**config.mk**
```make
export PLATFORM = sky130hd
export DESIGN_NAME = serial_add_unit
export DESIGN_NICKNAME = d
export VERILOG_FILES = /design/src/rtl/sadd_pkg.sv /design/src/rtl/opnd_shreg.sv /design/src/rtl/bit_adder.sv /design/src/rtl/sadd_ctrl.sv /design/src/rtl/serial_add_unit.sv
export SDC_FILE = /design/constraint.sdc
export NUM_CORES = 1
export LEC_CHECK = 0
export BUFFER_PORTS_ARGS = -buffer_cell sky130_fd_sc_hd__buf_4
export CORE_MARGIN = 8
export CORE_UTILIZATION = 50
export CTS_BUF_LIST = sky130_fd_sc_hd__clkbuf_16
export CTS_CLUSTER_DIAMETER = 50
export DETAILED_ROUTE_END_ITERATION = 6
export GPL_TIMING_DRIVEN = 0
export PLACE_DENSITY = 0.7
export REMOVE_ABC_BUFFERS = 1
export SLEW_MARGIN = 20
export SYNTH_ARGS = -nofsm -noshare
export SYNTH_HDL_FRONTEND = slang
export SYNTH_SLANG_ARGS = --single-unit
```
**constraint.sdc**
```tcl
create_clock -name clk -period 3.6 [get_ports clk]
set_input_delay 0.72 -clock clk [delete_from_list [all_inputs] [get_ports clk]]
set_output_delay 0.72 -clock clk [all_outputs]
set_load 0.02 [all_outputs]
```
**src/rtl/sadd_pkg.sv**
```systemverilog
package sadd_pkg;

    // Controller states
    typedef enum logic [1:0] {
        ST_IDLE  = 2'd0,
        ST_LOAD  = 2'd1,
        ST_SHIFT = 2'd2
    } ctrl_st_t;

    // Operand register select codes
    typedef enum logic [1:0] {
        SEL_NOP   = 2'b00,
        SEL_LOAD  = 2'b01,
        SEL_SHIFT = 2'b10
    } reg_sel_t;

endpackage

```
**src/rtl/opnd_shreg.sv**
```systemverilog
module opnd_shreg
    import sadd_pkg::*;
#(
    parameter int W = 8
) (
    input  logic         clk,
    input  logic         rst,
    input  reg_sel_t     sel,
    input  logic [W-1:0] din,
    output logic         lsb
);

    logic [W-1:0] q;

    always_ff @(posedge clk or posedge rst) begin
        if (rst) begin
            q <= '0;
        end else begin
            case (sel)
                SEL_LOAD:  q <= din;
                SEL_SHIFT: q <= {1'b0, q[W-1:1]};
                default:   q <= q;
            endcase
        end
    end

    assign lsb = q[0];

endmodule

```
**src/rtl/bit_adder.sv**
```systemverilog
module bit_adder #(
    parameter int W = 8
) (
    input  logic         clk,
    input  logic         rst,
    input  logic         en,      // low = synchronous clear
    input  logic         step,    // high = advance one bit
    input  logic         a_bit,
    input  logic         b_bit,
    output logic [W-1:0] sum,
    output logic         cout,
    output logic         done
);

    localparam int CW = $clog2(W + 1);
    localparam logic [CW-1:0] CNT_LAST = CW'(W);

    logic          carry_q;
    logic [CW-1:0] cnt_q;
    logic [W-1:0]  sum_q;
    logic          cout_q;
    logic          done_q;
    logic          s_bit;
    logic          c_nxt;

    // One-bit full adder
    always_comb begin
        s_bit = a_bit ^ b_bit ^ carry_q;
        c_nxt = (a_bit & b_bit) | (a_bit & carry_q) | (b_bit & carry_q);
    end

    always_ff @(posedge clk or posedge rst) begin
        if (rst) begin
            carry_q <= 1'b0;
            cnt_q   <= '0;
            sum_q   <= '0;
            cout_q  <= 1'b0;
            done_q  <= 1'b0;
        end else if (!en) begin
            carry_q <= 1'b0;
            cnt_q   <= '0;
            sum_q   <= '0;
            cout_q  <= 1'b0;
            done_q  <= 1'b0;
        end else if (step) begin
            if (cnt_q != CNT_LAST) begin
                carry_q <= c_nxt;
                cnt_q   <= cnt_q + 1'b1;
                sum_q   <= {s_bit, sum_q[W-1:1]};
            end else if (!done_q) begin
                done_q  <= 1'b1;
                cout_q  <= carry_q;
                carry_q <= 1'b0;
            end
        end
    end

    assign sum  = sum_q;
    assign cout = cout_q;
    assign done = done_q;

endmodule

```
**src/rtl/sadd_ctrl.sv**
```systemverilog
module sadd_ctrl
    import sadd_pkg::*;
(
    input  logic     clk,
    input  logic     rst,
    input  logic     go,
    input  logic     add_done,
    output reg_sel_t sel,
    output logic     add_en,
    output logic     add_step,
    output ctrl_st_t state
);

    ctrl_st_t st_q;
    ctrl_st_t st_d;

    // State register
    always_ff @(posedge clk or posedge rst) begin
        if (rst) st_q <= ST_IDLE;
        else     st_q <= st_d;
    end

    // Next state
    always_comb begin
        st_d = st_q;
        unique case (st_q)
            ST_IDLE:  if (go) st_d = ST_LOAD;
            ST_LOAD:  st_d = ST_SHIFT;
            ST_SHIFT: if (add_done) st_d = ST_IDLE;
            default:  st_d = ST_IDLE;
        endcase
    end

    // Outputs
    always_comb begin
        sel      = SEL_NOP;
        add_en   = 1'b1;
        add_step = 1'b0;
        unique case (st_q)
            ST_IDLE: begin
                sel      = SEL_NOP;
                add_en   = 1'b1;
                add_step = 1'b0;
            end
            ST_LOAD: begin
                sel      = SEL_LOAD;
                add_en   = 1'b0;
                add_step = 1'b0;
            end
            ST_SHIFT: begin
                sel      = SEL_SHIFT;
                add_en   = 1'b1;
                add_step = 1'b1;
            end
            default: begin
                sel      = SEL_NOP;
                add_en   = 1'b1;
                add_step = 1'b0;
            end
        endcase
    end

    assign state = st_q;

endmodule

```
**src/rtl/serial_add_unit.sv**
```systemverilog
module serial_add_unit
    import sadd_pkg::*;
#(
    parameter int WIDTH = 8
) (
    input  logic             clk,
    input  logic             rst,
    input  logic             go,
    input  logic [WIDTH-1:0] op_a,
    input  logic [WIDTH-1:0] op_b,
    output logic [WIDTH-1:0] sum,
    output logic             cout,
    output logic             done
);

    localparam int NOPS = 2;

    reg_sel_t                    sel;
    logic                        add_en;
    logic                        add_step;
    ctrl_st_t                    ctl_state;
    logic [NOPS-1:0][WIDTH-1:0]  par_in;
    logic [NOPS-1:0]             bit_out;

    assign par_in[0] = op_a;
    assign par_in[1] = op_b;

    sadd_ctrl u_ctrl (
        .clk      (clk),
        .rst      (rst),
        .go       (go),
        .add_done (done),
        .sel      (sel),
        .add_en   (add_en),
        .add_step (add_step),
        .state    (ctl_state)
    );

    for (genvar g = 0; g < NOPS; g++) begin : g_opnd
        opnd_shreg #(.W(WIDTH)) u_reg (
            .clk (clk),
            .rst (rst),
            .sel (sel),
            .din (par_in[g]),
            .lsb (bit_out[g])
        );
    end

    bit_adder #(.W(WIDTH)) u_add (
        .clk   (clk),
        .rst   (rst),
        .en    (add_en),
        .step  (add_step),
        .a_bit (bit_out[0]),
        .b_bit (bit_out[1]),
        .sum   (sum),
        .cout  (cout),
        .done  (done)
    );

endmodule

```
==> results of run 1 <==
-- stage by stage --
stage	utilization, %	hold WS (ns)	setup slack [ns]	std cells
after floorplan	-	0.492	1.59	141
after global placement	57.6	0.481	1.33	215
after detailed placement	57.6	0.507	1.27	215
after CTS	61.9	0.522	1.19	223
after global routing	61.9	0.527	1.41	223
final	61.9	0.516	1.53	223
-- cell usage after synthesis (all sizes together), types with 2 or more instances --
cell type  count  area share, %
a21oi         18            5.5
a22o           2            1.1
buf            7            2.3
dfrtp         33             50
ha             7            5.3
inv            9            2.1
mux2          10            6.8
mux2i         14            8.5
nand2          3           0.68
nand2b         4            1.5
nand3b         2            1.7
nor2          16            3.6
nor2b          9            3.4
o21ai          5            2.2
-- report_power, final --
part           switching, mW  internal (mW)
logic                  0.514          0.434
clock network          0.150          0.250
registers              0.131          0.556
-- cells by family after synthesis --
group	after synthesis	synth area share (%)
adders and majority gates	8	6.53
DFF	33	50.2
buffers and inverters	16	4.33
muxes	24	15.3
AOI/OAI and AO/OA	30	11.3
and+or+nand+nor	37	12.3
-- layout make-up --
class	count	area [sq um]
flip-flops and latches	33	826
repair buffers	28	210
inverters	9	33.8
clock inverters	3	13.8
fillers	301	1240
well taps	46	57.6
clock buffers	5	125
multi-input cells	99	752
-- final timing paths --
check                                  endpoint            start  slack [ns]
min                                u_add.sum[0]     u_add.sum[0]        0.52
min in group asynchronous  g_opnd[0].u_reg.q[5]              rst        0.56
max                                  u_add.cout  u_ctrl.state[0]        1.53
min reg2reg                        u_add.sum[0]     u_add.sum[0]        0.52
max reg2reg                          u_add.cout  u_ctrl.state[0]        1.53
max in group asynchronous  g_opnd[1].u_reg.q[0]              rst        2.61
-- routing by layer --
| metal | wire length (microns) | share of wire (%) |
|---|---|---|
| met4 | 52 | 1.7 |
| met3 | 147 | 4.7 |
| met1 | 1300 | 42 |
| met2 | 1630 | 52 |
| met5 | 0 | 0 |
-- state kept, by name, indices dropped and copies added, names as in the netlist --
name	cells
u_add.sum	8
u_add.cout	1
u_ctrl.state	2
u_add.cnt_q	4
g_opnd.u_reg.q	16
u_add.done	1
u_add.carry_q	1
-- worst reg2reg max path: cells and delay by family, from the launching register on --
family | cells | cell delay, ns
AOI/OAI and AO/OA | 1 | 0.15
adders and majority gates | 1 | 0.78
buffers and inverters | 1 | 0.10
DFF | 1 | 0.41
and+or+nand+nor | 2 | 0.56
==> metrics.cfg, run 1 <==
[critical_path]
path_delay_family = adder cells
critPathArrivalTime_ns = 2.27
end_kind = flip-flop
crit_type = flip-flop to flip-flop
path_max_fanout = 41
crit_required_ns = 3.80
crit_slowest_cell = ha_2
startpoint_type = flip-flop
critPathMaxStageDelay_ns = 0.77
rr_worst_depth = 5
path_cells = inv_1 > ha_2 > nand2b_1 > or3b_1 > o2bb2ai_1
critical_path_depth = 5
critPathBufInv = 1

[clock_network]
cts_buffers = 5
cts.repair.resized = 0
clk_pin_slew_ns = 0.05
insertion_delay_ns = 0.28
root_buffer = clkbuf_16
cts.sinks = 33
cts_hold_buf = 0
tritoncts = built
clk_path_buf_depth = 2
cts_setup_buffers = 0
cts_max_level = 2

[timing]
timing.fmax_mhz = 483
slew_viol_final = 0
min_period_over_period_pct = 57.5
hold_viol = 0
finalWorstPathRequiredPeriod_ns = 2.07
tns_ns = 0
worst_pin_slew_ns = 0.834
skew_ns = 0.00321
rsz0062_at_grt = false
slew_headroom_pct = 44.4
finalSetupViolCount = 0

[power]
power_density_nw_per_um2 = 1010
vdd_drop_max_v = 0.000495
power.total_mw = 2.04
leakagePower_nw = 0.946

[place]
hpwl_mm = 2.25
dpl_cell_area_sq_um = 1880
finalWeightedCongestion = 0.668
port_buffers = 28

[logic_synthesis]
synthDistinctLibCells = 26
synth_area_sq_um = 1650
ys_ff_latch = 33
syn_inst = 148
ys.flop_type = dfrtp_1
async_flop_share_pct = 100
syn_avg_cell_area_sq_um = 11.1
yosysSeqAreaShare_pct = 50.2
ys_warn_count = 0
synth-edff-count = 0

[global_routing]
grt_use_met2_pct = 22.0
grt.overflow.total = 0
met1_usage_pct = 13.2
antenna_found_initial = 0
grt_pass1_vias = 1228
track_usage_pct = 13.0
top_usage_layer = met2
use_met3_pct = 5.73
grt_max_degree = 42
grt_pass1_wl_mm = 5.26

[final_layout]
final_area_sq_um = 2020
n_antenna_cell = 0
final_cell_mix = dfrtp_1, buf_4, a21oi_1
layout.cells.most_common = dfrtp_1
area_growth_syn_to_layout_pct = 22.6
layout.nets = 203
drive_gt1_share_pct = 27.7

[die]
initial_utilization_pct = 50.5
std_cell_rows = 21
die_h_microns = 73.4
die_w_microns = 73.4
ios = 29
dieArea_sq_um = 5390
placeableCoreArea_sq_um = 3260

[outcome]
outcome = completed

[hold_path]
hp-class = flip-flop to flip-flop
whs_path_depth = 1

[detailed_routing]
vias = 1164
drtIter0Drc = 53
antenna_left = 0
drc = 0
viasPerCell = 5.22
post_drt_wl_per_cell_microns = 14.1
wirelength_mm = 3.13
drtPass1Iterations = 4

[job]
maxCapViolCount = 0

Note: power is estimated with default switching activity, not from simulation.
==> run 2, diff against run 1 <==
==> constraint.sdc (replaced) <==
create_clock -name clk -period 2 [get_ports clk]
set_input_delay 0.4 -clock clk [delete_from_list [all_inputs] [get_ports clk]]
set_output_delay 0.4 -clock clk [all_outputs]
set_load 0.02 [all_outputs]
==> run 2 against run 1 <==
Critical path depth fell by 1. Sequential power rose by 79%. First-iteration DRC count fell by 5.7%. Sequential share of layout area fell by 0.20 points. Global-route usage barely moved. Critical path type unchanged. Clock skew barely moved. Clock power rose by 81%. Final area rose by 0.50%. Combinational power rose by 84%.
==> metrics.cfg, run 2 (synthesis results as in run 1) <==
[timing]
hold_viol = 0  ; unchanged
slew_headroom_pct = 45.0  ; +0.62 points
slew_viol_final = 0  ; unchanged
tns_ns = 0  ; unchanged
skew_ns = 0.00360  ; +0.000386 ns
timing.fmax_mhz = 554  ; +15%
finalWorstPathRequiredPeriod_ns = 1.81  ; -0.264 ns
worst_pin_slew_ns = 0.825  ; -0.00936 ns
rsz0062_at_grt = false
finalSetupViolCount = 0  ; unchanged
min_period_over_period_pct = 90.3  ; +33 points

[critical_path]
critPathMaxStageDelay_ns = 0.72  ; -0.05 ns
crit_required_ns = 2.15  ; -1.65 ns
rr_worst_depth = 4  ; -1
path_cells = inv_1 > ha_1 > mux2i_1 > a21oi_1
critPathArrivalTime_ns = 1.95  ; -0.32 ns
reg2reg_to = g_opnd[1].u_reg.q[5]
startpoint_type = flip-flop
crit_type = flip-flop to flip-flop
r2r_setup_slack_ns = 0.19  ; -1.34 ns
path_max_fanout = 15  ; -63%
worstSetupStartpoint = u_ctrl.state[0]
reg2reg_from = u_ctrl.state[0]
end_kind = flip-flop
crit_slowest_cell = ha_1

[global_routing]
grt_pass1_wl_mm = 5.27  ; +0.27%
grt_max_degree = 42  ; unchanged
antenna_found_initial = 0  ; unchanged
grt.overflow.total = 0  ; unchanged
track_usage_pct = 13.0  ; +0.029 points
grt_pass1_vias = 1231  ; +0.24%

[detailed_routing]
post_drt_wl_per_cell_microns = 14.0  ; -0.57%
drtIter0Drc = 50  ; -5.7%
viasPerCell = 5.19  ; -0.60%
drtPass1Iterations = 4  ; unchanged
antenna_left = 0  ; unchanged
wirelength_mm = 3.12  ; -0.57%
drc = 0  ; unchanged
top_layer = met4
wl_met2_mm = 1.63  ; unchanged
dr_wl_met3_microns = 157  ; +6.8%
wl_met1_mm = 1.28  ; -2.1%
vias = 1157  ; -0.60%

[final_layout]
layout.nets = 203  ; unchanged
drive_gt1_share_pct = 27.7  ; unchanged
final_cell_mix = dfrtp_1, buf_4, a21oi_1
largest_register = g_opnd.u_reg.q
n_antenna_cell = 0  ; unchanged
regArea_sq_um = 826  ; unchanged
multi_input_area_sq_um = 762  ; +1.3%
fillCellCount = 301  ; unchanged
layout.cells.most_common = dfrtp_1
largest_reg_flops = 16  ; unchanged
area_growth_syn_to_layout_pct = 23.2

[die]
die_w_microns = 73.4  ; unchanged
die_h_microns = 73.4  ; unchanged
initial_utilization_pct = 50.5  ; unchanged
placeableCoreArea_sq_um = 3260  ; unchanged
dieArea_sq_um = 5390  ; unchanged
std_cell_rows = 21  ; unchanged
ios = 29  ; unchanged

[power]
switching_share_pct = 38.8  ; -0.22 points
pwr-share-comb_pct = 47.1  ; +0.5 points
sequentialPowerShare_pct = 33.4  ; -0.3 points
clkPwrFrac_pct = 19.6  ; about the same
power.internal_mw = 2.26  ; +82%
leakagePower_nw = 0.948  ; +0.21%
power_density_nw_per_um2 = 1820  ; +81%
switchingPower_mw = 1.44  ; +81%
power.total_mw = 3.70  ; +82%
vdd_drop_max_v = 0.000893  ; +80%

[clock_network]
clk_pin_slew_ns = 0.05  ; about the same
tritoncts = built
cts_buffers = 5  ; unchanged
cts.repair.resized = 2  ; +2
cts.sinks = 33  ; unchanged
clk_path_buf_depth = 2  ; unchanged
cts_setup_buffers = 0  ; unchanged
cts_max_level = 2  ; unchanged
insertion_delay_ns = 0.28  ; about the same
root_buffer = clkbuf_16
cts_hold_buf = 0  ; unchanged

[outcome]
outcome = completed

[hold_path]
hp-class = input port to async pin

[place]
finalWeightedCongestion = 0.668  ; unchanged
port_buffers = 28  ; unchanged
hpwl_mm = 2.25  ; unchanged

[job]
maxCapViolCount = 0  ; unchanged

## run 2: changes by cell type in the layout (fill, tap and decap cells not counted)
| cell | change |
|---|---|
| ha_4 | +1 |
| ha_2 | -1 |
## run 2: final cells by class
cell class | instances | area share, %
clock inverters | 3 | 0.679
inverters | 9 | 1.67
well taps | 46 | 2.84
repair buffers | 28 | 10.4
clock buffers | 5 | 6.17
flip-flops and latches | 33 | 40.7
multi-input cells | 99 | 37.6
## run 2: metal layers
metal,vias up,global-route usage [%]
met1,562,13.3
met2,25,22.0
li1,563,-
met5,-,0
met4,0,6.43
met3,7,5.73
## run 2: how the worst max path moves through the flow
stage | end | slack, ns | cells after the start
floorplan | u_add.cout | -0.005 | 5
CTS | g_opnd[0].u_reg.q[0] | 0.15 | 4
global placement | u_add.cout | -0.27 | 5
detailed placement | u_add.cout | -0.33 | 5
finish | g_opnd[1].u_reg.q[5] | 0.19 | 4
global route | g_opnd[1].u_reg.q[5] | 0.07 | 4
## run 2: through the flow
stage	cell area, sq um	worst slack, ns	hold WS, ns	std cells	utilization (%)
after floorplan	1610	-0.00533	0.492	141	-
after global placement	1880	-0.271	0.481	215	57.6
after detailed placement	1880	-0.328	0.507	215	57.6
after CTS	2030	0.153	0.264	223	62.3
after global routing	2030	0.0708	0.302	223	62.3
final	2030	0.194	0.233	223	62.3
## run 2: worst max-delay path: cells and delay by family, from the launching register on
kind / cells / cell delay (ns)
buf+inv: 1 / 0.16
compound gates: 1 / 0.09
mux: 1 / 0.28
flops: 1 / 0.42
fa+ha+maj: 1 / 0.72
## run 2: power by group through the flow
stage,clock (mW),combinational [mW],sequential [mW]
5_1_grt,0.760,1.95,1.28
4_1_cts,0.741,1.78,1.24
3_3_place_gp,0,1.64,1.21
6_report,0.723,1.74,1.23
3_5_place_dp,0,1.73,1.24
2_1_floorplan,0,1.20,1.29
==> run 3, diff against run 2 <==
==> constraint.sdc (replaced) <==
create_clock -name clk -period 2.15 [get_ports clk]
set_input_delay 0.43 -clock clk [delete_from_list [all_inputs] [get_ports clk]]
set_output_delay 0.43 -clock clk [all_outputs]
set_load 0.02 [all_outputs]
==> run 3 against run 2 <==
Flip-flop and latch count unchanged. Final area unchanged. Wire length about the same. Clock power down 7.1%. Via count about the same. Worst setup slack better by 0.15 ns. Clock skew about the same. Critical path depth unchanged. Count of clock-buffer cells in the layout unchanged. Maximum frequency down 0.12%. Critical path type unchanged. Largest power group unchanged.
==> metrics.cfg, run 3 (synthesis results as in run 1) <==
[final_layout]
drive_gt1_share_pct = 27.7  ; unchanged
largest_register = g_opnd.u_reg.q
area_growth_syn_to_layout_pct = 23.2  ; unchanged
fillCellCount = 300  ; -0.33%
n_antenna_cell = 0  ; unchanged
largest_reg_flops = 16  ; unchanged
layout.cells.most_common = dfrtp_1
final_area_sq_um = 2030  ; unchanged
layout.nets = 203  ; unchanged
final_cell_mix = dfrtp_1, buf_4, a21oi_1
final_core_util_pct = 62.3  ; unchanged

[detailed_routing]
viasPerCell = 5.19  ; about the same
vias = 1158  ; +0.086%
drc = 0  ; unchanged
antenna_left = 0  ; unchanged
drtPass1Iterations = 4  ; unchanged
drtIter0Drc = 51  ; +2.0%
post_drt_wl_per_cell_microns = 14.0  ; about the same
wirelength_mm = 3.12  ; about the same

[timing]
tns_ns = 0  ; unchanged
worst_pin_slew_ns = 0.825  ; -0.0000000596 ns
skew_ns = 0.00360  ; +0.000000250 ns
slew_headroom_pct = 45.0  ; unchanged
min_period_over_period_pct = 84.1  ; -6.2 points
slew_viol_final = 0  ; unchanged
timing.fmax_mhz = 553  ; -0.12%
hold_viol = 0  ; unchanged
rsz0062_at_grt = false
finalWorstPathRequiredPeriod_ns = 1.81  ; +0.00213 ns
finalSetupViolCount = 0  ; unchanged

[place]
dpl_cell_area_sq_um = 1880  ; unchanged
port_buffers = 28  ; unchanged
finalWeightedCongestion = 0.668  ; unchanged
hpwl_mm = 2.25  ; unchanged

[global_routing]
grt_pass1_wl_mm = 5.26  ; -0.27%
grt_max_degree = 42  ; unchanged
grt.overflow.total = 0  ; unchanged
antenna_found_initial = 0  ; unchanged
track_usage_pct = 13.0  ; -0.029 points
grt_pass1_vias = 1228  ; -0.24%

[clock_network]
tritoncts = built
cts_buffers = 5  ; unchanged
cts_max_level = 2  ; unchanged
root_buffer = clkbuf_16
cts.sinks = 33  ; unchanged
insertion_delay_ns = 0.28  ; about the same
cts_setup_buffers = 0  ; unchanged
clk_path_buf_depth = 2  ; unchanged
clk_pin_slew_ns = 0.05  ; about the same

[power]
vdd_drop_max_v = 0.000830  ; -7.0%
power_density_nw_per_um2 = 1700  ; -6.9%
power.total_mw = 3.44  ; -6.9%
leakagePower_nw = 0.948  ; unchanged

[critical_path]
path_max_fanout = 15  ; unchanged
end_kind = flip-flop
startpoint_type = flip-flop
crit_type = flip-flop to flip-flop
critPathArrivalTime_ns = 1.95  ; about the same
crit_required_ns = 2.30  ; +0.15 ns

[outcome]
outcome = completed

[die]
std_cell_rows = 21  ; unchanged
ios = 29  ; unchanged
die_h_microns = 73.4  ; unchanged
dieArea_sq_um = 5390  ; unchanged
die_w_microns = 73.4  ; unchanged
placeableCoreArea_sq_um = 3260  ; unchanged
initial_utilization_pct = 50.5  ; unchanged

[job]
maxCapViolCount = 0  ; unchanged

[hold_path]
hp-class = input port to async pin

[run 3: cell counts in the layout (fill, tap and decap cells not counted)]
Identical to the previous run, type by type.
[run 3: path summary, 6_finish.rpt]
path	slack [ns]	startpoint	endpoint	cells past startpoint
setup / recovery	0.34	u_ctrl.state[0]	g_opnd[1].u_reg.q[5]	4
hold / removal	0.26	rst	g_opnd[0].u_reg.q[5]	2
setup reg to reg	0.34	u_ctrl.state[0]	g_opnd[1].u_reg.q[5]	4
hold reg to reg	0.52	u_add.sum[0]	u_add.sum[0]	1
max in group asynchronous	1.46	rst	g_opnd[1].u_reg.q[0]	2
min in group clk	0.36	op_a[7]	g_opnd[0].u_reg.q[7]	3
[run 3: final cells by class]
| type | count | area [sq um] | area share [%] |
|---|---|---|---|
| clock buffers | 5 | 125 | 6.17 |
| multi-input cells | 99 | 762 | 37.6 |
| inverters | 9 | 33.8 | 1.67 |
| flip-flops and latches | 33 | 826 | 40.7 |
| repair buffers | 28 | 210 | 10.4 |
| clock inverters | 3 | 13.8 | 0.679 |
| well taps | 46 | 57.6 | 2.84 |
[run 3: per-layer routing]
| layer | vias up | wire length, microns | track usage, % |
|---|---|---|---|
| li1 | 564 | - | - |
| met1 | 562 | 1280 | 13.2 |
| met2 | 25 | 1630 | 22.0 |
| met3 | 7 | 157 | 5.73 |
| met4 | 0 | 52 | 6.43 |
| met5 | - | 0 | 0 |
[run 3: per-stage QoR]
step	hold slack, ns	setup WS [ns]	instances
after floorplan	0.492	0.145	141
after global placement	0.481	-0.121	215
after detailed placement	0.507	-0.178	215
after CTS	0.294	0.0883	223
after global routing	0.332	0.221	223
final	0.263	0.342	223
[run 3: report_power, final]
| part | leakage, nW | switching, mW | internal, mW |
|---|---|---|---|
| sequential | 0.399 | 0.217 | 0.930 |
| clock | 0.0748 | 0.253 | 0.419 |
| combinational | 0.474 | 0.866 | 0.753 |
[run 3: timing repair]
item                                    in CTS  in global routing
cloned                                       0                  0
pin swaps                                    0                  0
endpoints found under the setup margin      14                  3
resized for setup                            1                  1
hold buffers                                 0                  0
[run 3: critical path, cell delays in order (launching register included)]
cell     delay [ns]
dfrtp_1        0.42
inv_1          0.16
ha_1           0.72
mux2i_1        0.28
a21oi_1        0.09
